`src/rtl/wdu_pkg.sv`:
```
package wdu_pkg;
  typedef enum logic [2:0] {
    SEL_DIV   = 3'd0,
    SEL_HTIME = 3'd1,
    SEL_PTIME = 3'd2,
    SEL_HCLR  = 3'd3,
    SEL_PCLR  = 3'd4
  } wdu_sel_e;

  localparam int unsigned NUM_WD = 2;
  localparam int unsigned WD_HOST = 0;
  localparam int unsigned WD_PD   = 1;
endpackage

```
`src/rtl/wdu_prescaler.sv`:
```
module wdu_prescaler #(
  parameter int unsigned DIV_W = 13
) (
  input  logic             clk,
  input  logic             rst_n,
  input  logic             tick,
  input  logic             restart,
  input  logic [DIV_W-1:0] div,
  output logic             base
);
  localparam int unsigned PC_W = DIV_W + 1;

  // index of the last tick in a base cycle: a cycle spans div + 2 ticks
  function automatic logic [PC_W-1:0] last_index(input logic [DIV_W-1:0] d);
    return {1'b0, d} + PC_W'(1);
  endfunction

  logic [PC_W-1:0] pc;
  logic            at_end;

  assign at_end = tick && (pc == last_index(div));
  assign base   = at_end && !restart;

  always_ff @(posedge clk) begin
    if (!rst_n)       pc <= '0;
    else if (restart) pc <= '0;
    else if (at_end)  pc <= '0;
    else if (tick)    pc <= pc + PC_W'(1);
  end
endmodule

```
`src/rtl/wdu_chan.sv`:
```
module wdu_chan #(
  parameter int unsigned TIME_W   = 16,
  parameter int unsigned TIME_RST = 1000
) (
  input  logic              clk,
  input  logic              rst_n,
  input  logic              base,
  input  logic              kick,
  input  logic              wr,
  input  logic [TIME_W-1:0] wdata,
  output logic [TIME_W-1:0] time_q,
  output logic              ok,
  output logic              expire,
  output logic              disable_ev
);
  logic [TIME_W-1:0] rem;
  logic              expired;
  logic              pend;
  logic              enabled;

  function automatic logic last_step(input logic [TIME_W-1:0] r);
    return r <= TIME_W'(1);
  endfunction

  assign enabled    = (time_q != '0);
  assign expire     = enabled && !kick && base && !pend && !expired && last_step(rem);
  assign disable_ev = wr && (wdata == '0) && enabled;
  assign ok         = !expired || !enabled;

  always_ff @(posedge clk) begin
    if (!rst_n) begin
      time_q  <= TIME_W'(TIME_RST);
      rem     <= TIME_W'(TIME_RST);
      expired <= 1'b0;
      pend    <= 1'b0;
    end else begin
      if (wr) time_q <= wdata;

      if (wr)                          pend <= 1'b1;
      else if (enabled && (kick || base)) pend <= 1'b0;

      if (!enabled) begin
        rem     <= '0;
        expired <= 1'b0;
      end else if (kick) begin
        rem     <= time_q;
        expired <= 1'b0;
      end else if (base && pend) begin
        rem <= time_q;
      end else if (expire) begin
        rem     <= '0;
        expired <= 1'b1;
      end else if (base && !expired) begin
        rem <= rem - TIME_W'(1);
      end
    end
  end
endmodule

```
`src/rtl/wdu_sat_cnt.sv`:
```
module wdu_sat_cnt #(
  parameter int unsigned W = 8
) (
  input  logic         clk,
  input  logic         rst_n,
  input  logic         clr,
  input  logic         inc,
  output logic [W-1:0] q
);
  function automatic logic [W-1:0] sat_inc(input logic [W-1:0] v);
    return (v == '1) ? v : v + W'(1);
  endfunction

  always_ff @(posedge clk) begin
    if (!rst_n)   q <= '0;
    else if (clr) q <= '0;
    else if (inc) q <= sat_inc(q);
  end
endmodule

```
`src/rtl/dual_watchdog_unit.sv`:
```
module dual_watchdog_unit
  import wdu_pkg::*;
#(
  parameter int unsigned DATA_W   = 16,
  parameter int unsigned DIV_W    = 13,
  parameter int unsigned TIME_W   = 16,
  parameter int unsigned CNT_W    = 8,
  parameter int unsigned DIV_RST  = 2498,
  parameter int unsigned TIME_RST = 1000
) (
  input  logic              clk,
  input  logic              rst_n,
  input  logic              ref_tick,
  input  logic              net_we,
  input  logic [2:0]        net_sel,
  input  logic [DATA_W-1:0] net_wdata,
  input  logic              host_pd_stat_rd,
  input  logic              host_kick,
  input  logic              pd_kick,
  output logic              host_ok,
  output logic              pd_ok,
  output logic [CNT_W-1:0]  host_exp_cnt,
  output logic [CNT_W-1:0]  pd_exp_cnt,
  output logic              pd_exp_evt,
  output logic [DIV_W-1:0]  cfg_div,
  output logic [TIME_W-1:0] cfg_host_time,
  output logic [TIME_W-1:0] cfg_pd_time
);
  // named internal events, observed by the bound checker
  logic div_wr;
  logic base_cycle;
  logic host_expire, pd_expire;
  logic host_disable, pd_disable;
  logic host_cnt_clr, pd_cnt_clr;

  logic [NUM_WD-1:0]              kick_v, wr_v, ok_v, exp_v, dis_v, clr_v;
  logic [NUM_WD-1:0][TIME_W-1:0]  time_v;
  logic [NUM_WD-1:0][CNT_W-1:0]   cnt_v;
  logic [TIME_W-1:0]              time_wdata;

  assign div_wr     = net_we && (net_sel == SEL_DIV);
  assign time_wdata = TIME_W'(net_wdata);

  assign kick_v[WD_HOST] = host_kick;
  assign kick_v[WD_PD]   = pd_kick;
  assign wr_v[WD_HOST]   = net_we && (net_sel == SEL_HTIME);
  assign wr_v[WD_PD]     = net_we && (net_sel == SEL_PTIME);
  assign clr_v[WD_HOST]  = net_we && (net_sel == SEL_HCLR);
  assign clr_v[WD_PD]    = net_we && (net_sel == SEL_PCLR);

  always_ff @(posedge clk) begin
    if (!rst_n)      cfg_div <= DIV_W'(DIV_RST);
    else if (div_wr) cfg_div <= net_wdata[DIV_W-1:0];
  end

  wdu_prescaler #(.DIV_W(DIV_W)) u_pre (
    .clk     (clk),
    .rst_n   (rst_n),
    .tick    (ref_tick),
    .restart (div_wr),
    .div     (cfg_div),
    .base    (base_cycle)
  );

  for (genvar g = 0; g < NUM_WD; g++) begin : g_wd
    wdu_chan #(.TIME_W(TIME_W), .TIME_RST(TIME_RST)) u_chan (
      .clk        (clk),
      .rst_n      (rst_n),
      .base       (base_cycle),
      .kick       (kick_v[g]),
      .wr         (wr_v[g]),
      .wdata      (time_wdata),
      .time_q     (time_v[g]),
      .ok         (ok_v[g]),
      .expire     (exp_v[g]),
      .disable_ev (dis_v[g])
    );

    wdu_sat_cnt #(.W(CNT_W)) u_cnt (
      .clk   (clk),
      .rst_n (rst_n),
      .clr   (clr_v[g]),
      .inc   (exp_v[g] || dis_v[g]),
      .q     (cnt_v[g])
    );
  end

  assign host_expire   = exp_v[WD_HOST];
  assign pd_expire     = exp_v[WD_PD];
  assign host_disable  = dis_v[WD_HOST];
  assign pd_disable    = dis_v[WD_PD];
  assign host_cnt_clr  = clr_v[WD_HOST];
  assign pd_cnt_clr    = clr_v[WD_PD];

  assign host_ok       = ok_v[WD_HOST];
  assign pd_ok         = ok_v[WD_PD];
  assign host_exp_cnt  = cnt_v[WD_HOST];
  assign pd_exp_cnt    = cnt_v[WD_PD];
  assign cfg_host_time = time_v[WD_HOST];
  assign cfg_pd_time   = time_v[WD_PD];

  // expiry sets the flag; a host read clears it unless an expiry coincides
  always_ff @(posedge clk) begin
    if (!rst_n)               pd_exp_evt <= 1'b0;
    else if (pd_expire)       pd_exp_evt <= 1'b1;
    else if (host_pd_stat_rd) pd_exp_evt <= 1'b0;
  end
endmodule

```
`config.mk`:
```
export PLATFORM = sky130hd
export DESIGN_NAME = dual_watchdog_unit
export DESIGN_NICKNAME = d
export VERILOG_FILES = /design/src/rtl/wdu_pkg.sv /design/src/rtl/wdu_prescaler.sv /design/src/rtl/wdu_chan.sv /design/src/rtl/wdu_sat_cnt.sv /design/src/rtl/dual_watchdog_unit.sv
export SDC_FILE = /design/constraint.sdc
export NUM_CORES = 1
export LEC_CHECK = 0
export BUFFER_PORTS_ARGS = -buffer_cell sky130_fd_sc_hd__buf_2
export CAP_MARGIN = 10
export CORE_ASPECT_RATIO = 1.75
export CORE_UTILIZATION = 30
export DETAILED_ROUTE_END_ITERATION = 16
export MAX_ROUTING_LAYER = met4
export PLACE_DENSITY = 0.53
export SETUP_SLACK_MARGIN = 0.1
export SKIP_CTS_REPAIR_TIMING = 1
export SLEW_MARGIN = 20
export SYNTH_ARGS = -nofsm -noshare
export SYNTH_HDL_FRONTEND = slang
export SYNTH_SLANG_ARGS = --single-unit
export TNS_END_PERCENT = 1
```
`constraint.sdc`:
```
create_clock -name clk -period 2.9 [get_ports clk]
set_input_delay 0.29 -clock clk [delete_from_list [all_inputs] [get_ports clk]]
set_output_delay 0.29 -clock clk [all_outputs]
set_load 0.01 [all_outputs]
```
# [Word level (Yosys, flattened, before mapping)]
# Index checks and enable logic that the tools add are counted.
[word_totals] regBits=112 latchBits=0 ramBits=0 rom_bits=0 in_bits=26 output_inout_bits=64 elab_cells=117 memories=0
[classes] addsub=6 n_mul=0 div_mod_pow=0 magnitude_cmp=2 eq_ne=9 shift=0 n_mux=16 n_bitwise=7 reduce_logical=62
[ops] operator="$mux W16" n=8
[ops] operator="$le A16 B1 Y1 const B" n=2
[ops] operator="$reduce_bool A16 Y1" n=2
[ops] operator="$sub A16 B1 Y16 const B" n=2
[ops] operator="$logic_and A1 B1 Y1" n=27
[ops] operator="$mux W10" n=2
[ops] operator="$add A8 B1 Y8 const B" n=2
[ops] operator="$eq A8 B8 Y1 const B" n=2
[ops] operator="$logic_not A16 Y1" n=1
[ops] operator="$add A13 B1 Y14 const B" n=1
[ops] operator="$add A14 B1 Y14 const B" n=1
[ops] operator="$eq A14 B14 Y1" n=1
[ops] operator="$reduce_and A2 Y1" n=6
[ops] operator="$ne A5 B4 Y1 const B" n=2
[ops] operator="$logic_not A1 Y1" n=9
[ops] operator="$reduce_or A3 Y1" n=3
[ops] operator="$reduce_bool A4 Y1" n=2
[ops] operator="$not A1 Y1" n=7
[ops] operator="$eq A3 B2 Y1 const B" n=2
[ops] operator="$logic_or A1 B1 Y1" n=6
[ops] operator="$mux W1" n=6
[ops] operator="$reduce_bool A2 Y1" n=3
[ops] operator="$reduce_or A2 Y1" n=2
[ops] operator="$eq A3 B1 Y1 const B" n=1
[ops] operator="2 further kinds" n=2

# [Logic depth before layout (Yosys ltp)]
[depth] word_depth=12 mapped_depth=12 mapped_depth_nobuf=10

# [By module]
# A second synthesis with hierarchy kept.
[hier_totals] hier_cells=696 area_unflattened_um2=6234.7
[by_module_without_submodules] module="wdu_chan" n_inst=2 cells_per_inst=204 area_per_inst_um2=1831.8 seq_area_each_um2=680.7
[by_module_without_submodules] module="wdu_prescaler" n_inst=1 cells_per_inst=135 area_per_inst_um2=1123.6 seq_area_each_um2=280.3
[by_module_without_submodules] module="wdu_sat_cnt" n_inst=2 cells_per_inst=43 area_per_inst_um2=400.4 seq_area_each_um2=160.2
[by_module_without_submodules] module="dual_watchdog_unit" n_inst=1 cells_per_inst=67 area_per_inst_um2=646.9 seq_area_each_um2=280.3

# [Worst setup path after synthesis]
# No wires, ideal clock.
[synth_timing] kind="register to register" from="register cfg_div[0]" to="register g_wd[0].u_cnt.q[5]" setup_time_ns=0.070 arrival_time_ns=2.901 required_ns=2.830 slack_ns=-0.071 path_stages_with_launch=10 n_path_buf=1 period_less_slack_ns=2.971 cell_sequence="dfxtp_1 > ha_1 > buf_2 > nand3_1 > or4_4 > a21bo_1 > or4_4 > o31a_1 > or4_1 > a21oi_1"
[synth_between] elab_chain_cells=10
[synth_rtl] element="start, declared" line_no="dual_watchdog_unit.sv:25" rtl="output logic [DIV_W-1:0] cfg_div,"
[synth_rtl] element="start signal, assigned" line_no="dual_watchdog_unit.sv:52" rtl="if (!rst_n) cfg_div <= DIV_W'(DIV_RST);"
[synth_rtl] element="start signal, assigned" line_no="dual_watchdog_unit.sv:53" rtl="else if (div_wr) cfg_div <= net_wdata[DIV_W-1:0];"
[synth_rtl] element="$add A13 B1 Y14" line_no="wdu_prescaler.sv:15" rtl="return {1'b0, d} + PC_W'(1);"
[synth_rtl] element="$eq A14 B14 Y1" line_no="wdu_prescaler.sv:21" rtl="assign at_end = tick && (pc == last_index(div));"
[synth_rtl] element="$logic_and A1 B1 Y1" line_no="wdu_prescaler.sv:21"
[synth_rtl] element="$logic_and A1 B1 Y1" line_no="wdu_prescaler.sv:22" rtl="assign base = at_end && !restart;"
[synth_rtl] element="$logic_and A1 B1 Y1 (4 in series)" line_no="wdu_chan.sv:26" rtl="assign expire = enabled && !kick && base && !pend && !expired && last_step(rem);"
[synth_rtl] element="$logic_or A1 B1 Y1" line_no="dual_watchdog_unit.sv:83" rtl=".inc (exp_v[g] || dis_v[g]),"
[synth_rtl] element="$reduce_and A2 Y1 (no line)"
[synth_rtl] element="end signal, assigned" line_no="wdu_sat_cnt.sv:17" rtl="else if (inc) q <= sat_inc(q);"
[synth_rtl] element="end, declared" line_no="wdu_sat_cnt.sv:8" rtl="output logic [W-1:0] q"
# Every way passes these cells.
# A chain may end at the register's enable or synchronous reset.

# [Worst setup path after layout]
# Same ends and word-level chain as after synthesis.

==> summary.txt <==
Detailed routing
  – WL per Instance: 17.8 um
  – Drt total wl: 20,100 um
  – Detailed-route DRC error count: 0
  – DR pass1 iterations: 5
  – Iter 0 DRT Violations: 322
  – Vias/cell: 5.32
  – Via count: 5,994
  – ANT nets after route: 0

Yosys
  – Synth Instances: 746
  – Synth warnings: 0
  – Mapped Avg Cell Area: 7.85 um2
  – Main synth FF type: dfxtp_1
  – Seq/Total Area, Yosys: 38.3%
  – Synth top area share: 38.3%
  – Synthesized Nets: 780
  – Ys async rst share: 0%
  – Post-synth EDFFs: 0
  – Synth area leaders: dfxtp_1 (38%), nand2_1 (7.2%), a21oi_1 (4.6%), nor2_1 (4.4%), o21ai_0 (4.1%)
  – Cell Area, Synth: 0.00585 mm2
  – Top-count cell post-synth: nand2_1
  – #FFs+latches synth: 112
  – Cell variety after synth: 64
  – Post-synth top area cell: dfxtp_1
  – Post-synth top cells: nand2_1 (113), dfxtp_1 (112), nor2_1 (69), a21oi_1 (54), o21ai_0 (48)

Setup path
  – Cell Chain, Critical Path: ha_4 > buf_6 > and3b_2 > nor3_1 > o21ai_1 > buf_4 > a21bo_1 > or4_4 > o31a_1 > or4_1 > a21oi_1
  – Max incr delay on CP: 430 ps
  – WP data arrival: 3060 ps
  – CP max stage cell: or4_4
  – Depth of the most critical reg-to-reg path: 11
  – CP Max Fanout: 6
  – Startpoint types: flip-flop
  – Setup crit end kind: flip-flop
  – Required time worst endpoint: 3190 ps
  – Critical path type: flip-flop to flip-flop

Pwr
  – Design Power: 3.24 mW
  – PwrDens: 433 mW/mm2
  – Pleak: 2.95 nW
  – Maximum vdd drop: 0.284 mV

STA
  – Final TNS setup: 0 ps
  – Final WS setup: 126 ps
  – Slew HR: 56.1%
  – Fin crit share: 95.7%
  – Slew Limit Fails: 0
  – Final Critical Period: 2770 ps
  – Fmax: 361 MHz
  – Final Hold Fails: 0
  – Final setup violation count: 0
  – Worst Tran Pin Value: 656 ps
  – Fin Clk Skew: 11.3 ps
  – Unrepaired setup endpoints after global routing: yes
  – Smallest hold slack: 162 ps

Clocking
  – Clock-pin slew on the worst setup and hold paths: 80 ps
  – Clock Tree Buf Depth: 2
  – Sinks on the clock net: 112
  – TritonCTS Buffers: 9
  – Root buffer cell: clkbuf_16
  – CTS H-tree depth: 3
  – Clk Latency, worst-skew pair: 360 ps
  – CTS tree: built

Die
  – Core Rows: 67
  – Initial core utilization: 30.6%
  – Core Region: 0.0191 mm2
  – Die Ht: 187 um
  – Die span in x: 108 um
  – I/O Pins: 90
  – Die ar.: 0.0201 mm2

Cells and area
  – Fraction of layout cells with a size suffix above 1: 25.3%
  – Layout Nets: 915
  – Area of the multi-input gates: 0.00355 mm2
  – ANT cells: 0
  – Final Util: 39.1%
  – Area Growth Syn to Fin: 27.8%
  – Register area: 0.00226 mm2
  – Fillers: 2,036

GRT
  – First-pass GRT wire length: 31,800 um
  – Grt total ovfl: 0
  – Initial antenna violation count: 0
  – Total track usage: 20.9%
  – Largest net degree at the start of global routing: 22
  – Vias in the first global route: 5,875

Place
  – Final Wtd Congestion: 0.963
  – Detailed Place HPWL: 15,500 um
  – PortBufs: 89
  – Setup slack at placement: -81.2 ps

Status
  – Status: completed

Run
  – Maxcap violations: 0

Worst hold path
  – Worst hold stages: 2
  – Hold WC Path Type: input port to flip-flop
-- final cells by class --
| class | count | share of cell area, % |
|---|---|---|
| clock inverter | 3 | 0.301 |
| inverter | 18 | 0.903 |
| timing repair buffer | 161 | 13.3 |
| clock buffer | 13 | 3.76 |
| sequential | 112 | 30.2 |
| multi-input combinational | 579 | 47.5 |
| tap | 241 | 4.03 |
-- worst max-delay path, delay by kind of cell, from the launching register on --
kind / cells / cell delay [ps]
AND/OR/NAND/NOR: 4 / 1060
AO/OA/AOI/OAI: 4 / 870
buffers and inverters: 2 / 260
adder cells (fa/ha/maj): 1 / 150
flip-flops: 1 / 360
-- stage by stage --
step	instances	area [um2]
global route	1127	7480
detailed placement	1108	6980
global placement	1108	6980
CTS	1124	7280
floorplan	746	5860
finish	1127	7480
-- state kept, by name (all words and copies together) (netlist names) --
signal               flops
cfg_div                 13
g_wd.u_chan.expired      2
g_wd.u_chan.pend         2
pd_exp_evt               1
u_pre.pc                14
g_wd.u_chan.time_q      32
g_wd.u_cnt.q            16
g_wd.u_chan.rem         32
-- path summary, 6_finish.rpt --
path | endpoint | start | slack, ps
setup / recovery | g_wd[0].u_cnt.q[5] | cfg_div[0] | 130
hold reg to reg | g_wd[0].u_chan.time_q[0] | g_wd[0].u_chan.time_q[0] | 490
setup reg to reg | g_wd[0].u_cnt.q[5] | cfg_div[0] | 130
hold / removal | g_wd[1].u_chan.expired | pd_kick | 160
-- cells by family (layout without fill, tap and decap cells) --
family | count (synthesis) | after routing | share of synthesized area (%)
AO/OA/AOI/OAI | 168 | 168 | 18.2
multiplexers | 12 | 12 | 2.07
AND/OR/NAND/NOR | 357 | 357 | 30.9
XOR/XNOR | 34 | 34 | 5.09
flip-flops | 112 | 112 | 38.3
buffers and inverters | 55 | 195 | 3.70
adder cells (fa/ha/maj) | 8 | 8 | 1.71
-- layer usage --
metal / GRT usage (%) / vias up / part of all wire [%]
li1: - / 2972 / -
met1: 22.8 / 2855 / 39
met3: 2.69 / 31 / 3.6
met2: 37.8 / 136 / 55
met4: 7.96 / 0 / 2.7
met5: - / - / 0
-- layout by cell type (no fill, tap or decap), types with 4 or more instances in the layout --
cell type    n
xnor2_1     17
buf_4       68
or3_1        7
nand2_1    113
o221ai_1     4
nand4_1     16
nor2b_1      4
nand2b_1     6
o211ai_1     5
a31oi_1      9
o31ai_1      5
nor3b_1      4
a221o_1      9
dfxtp_1    105
a21oi_1     52
nand4b_1     4
nor3_1      16
nand3b_1     5
ha_1         7
o21a_1       5
nor2_1      68
dfxtp_4      4
nand3_1     39
and2_1       5
xor2_1      14
and3_1      12
inv_1       17
nor4_1      21
o21ai_0     47
buf_2       90
mux2i_1     11
or4_1        7
clkbuf_16   10
-- where the power goes --
part | internal [mW] | switching (mW) | total, mW
clock | 0.687 | 0.618 | 1.31
combinational | 0.128 | 0.189 | 0.317
sequential | 1.57 | 0.0447 | 1.62
Note: power is estimated with default switching activity, not from simulation.
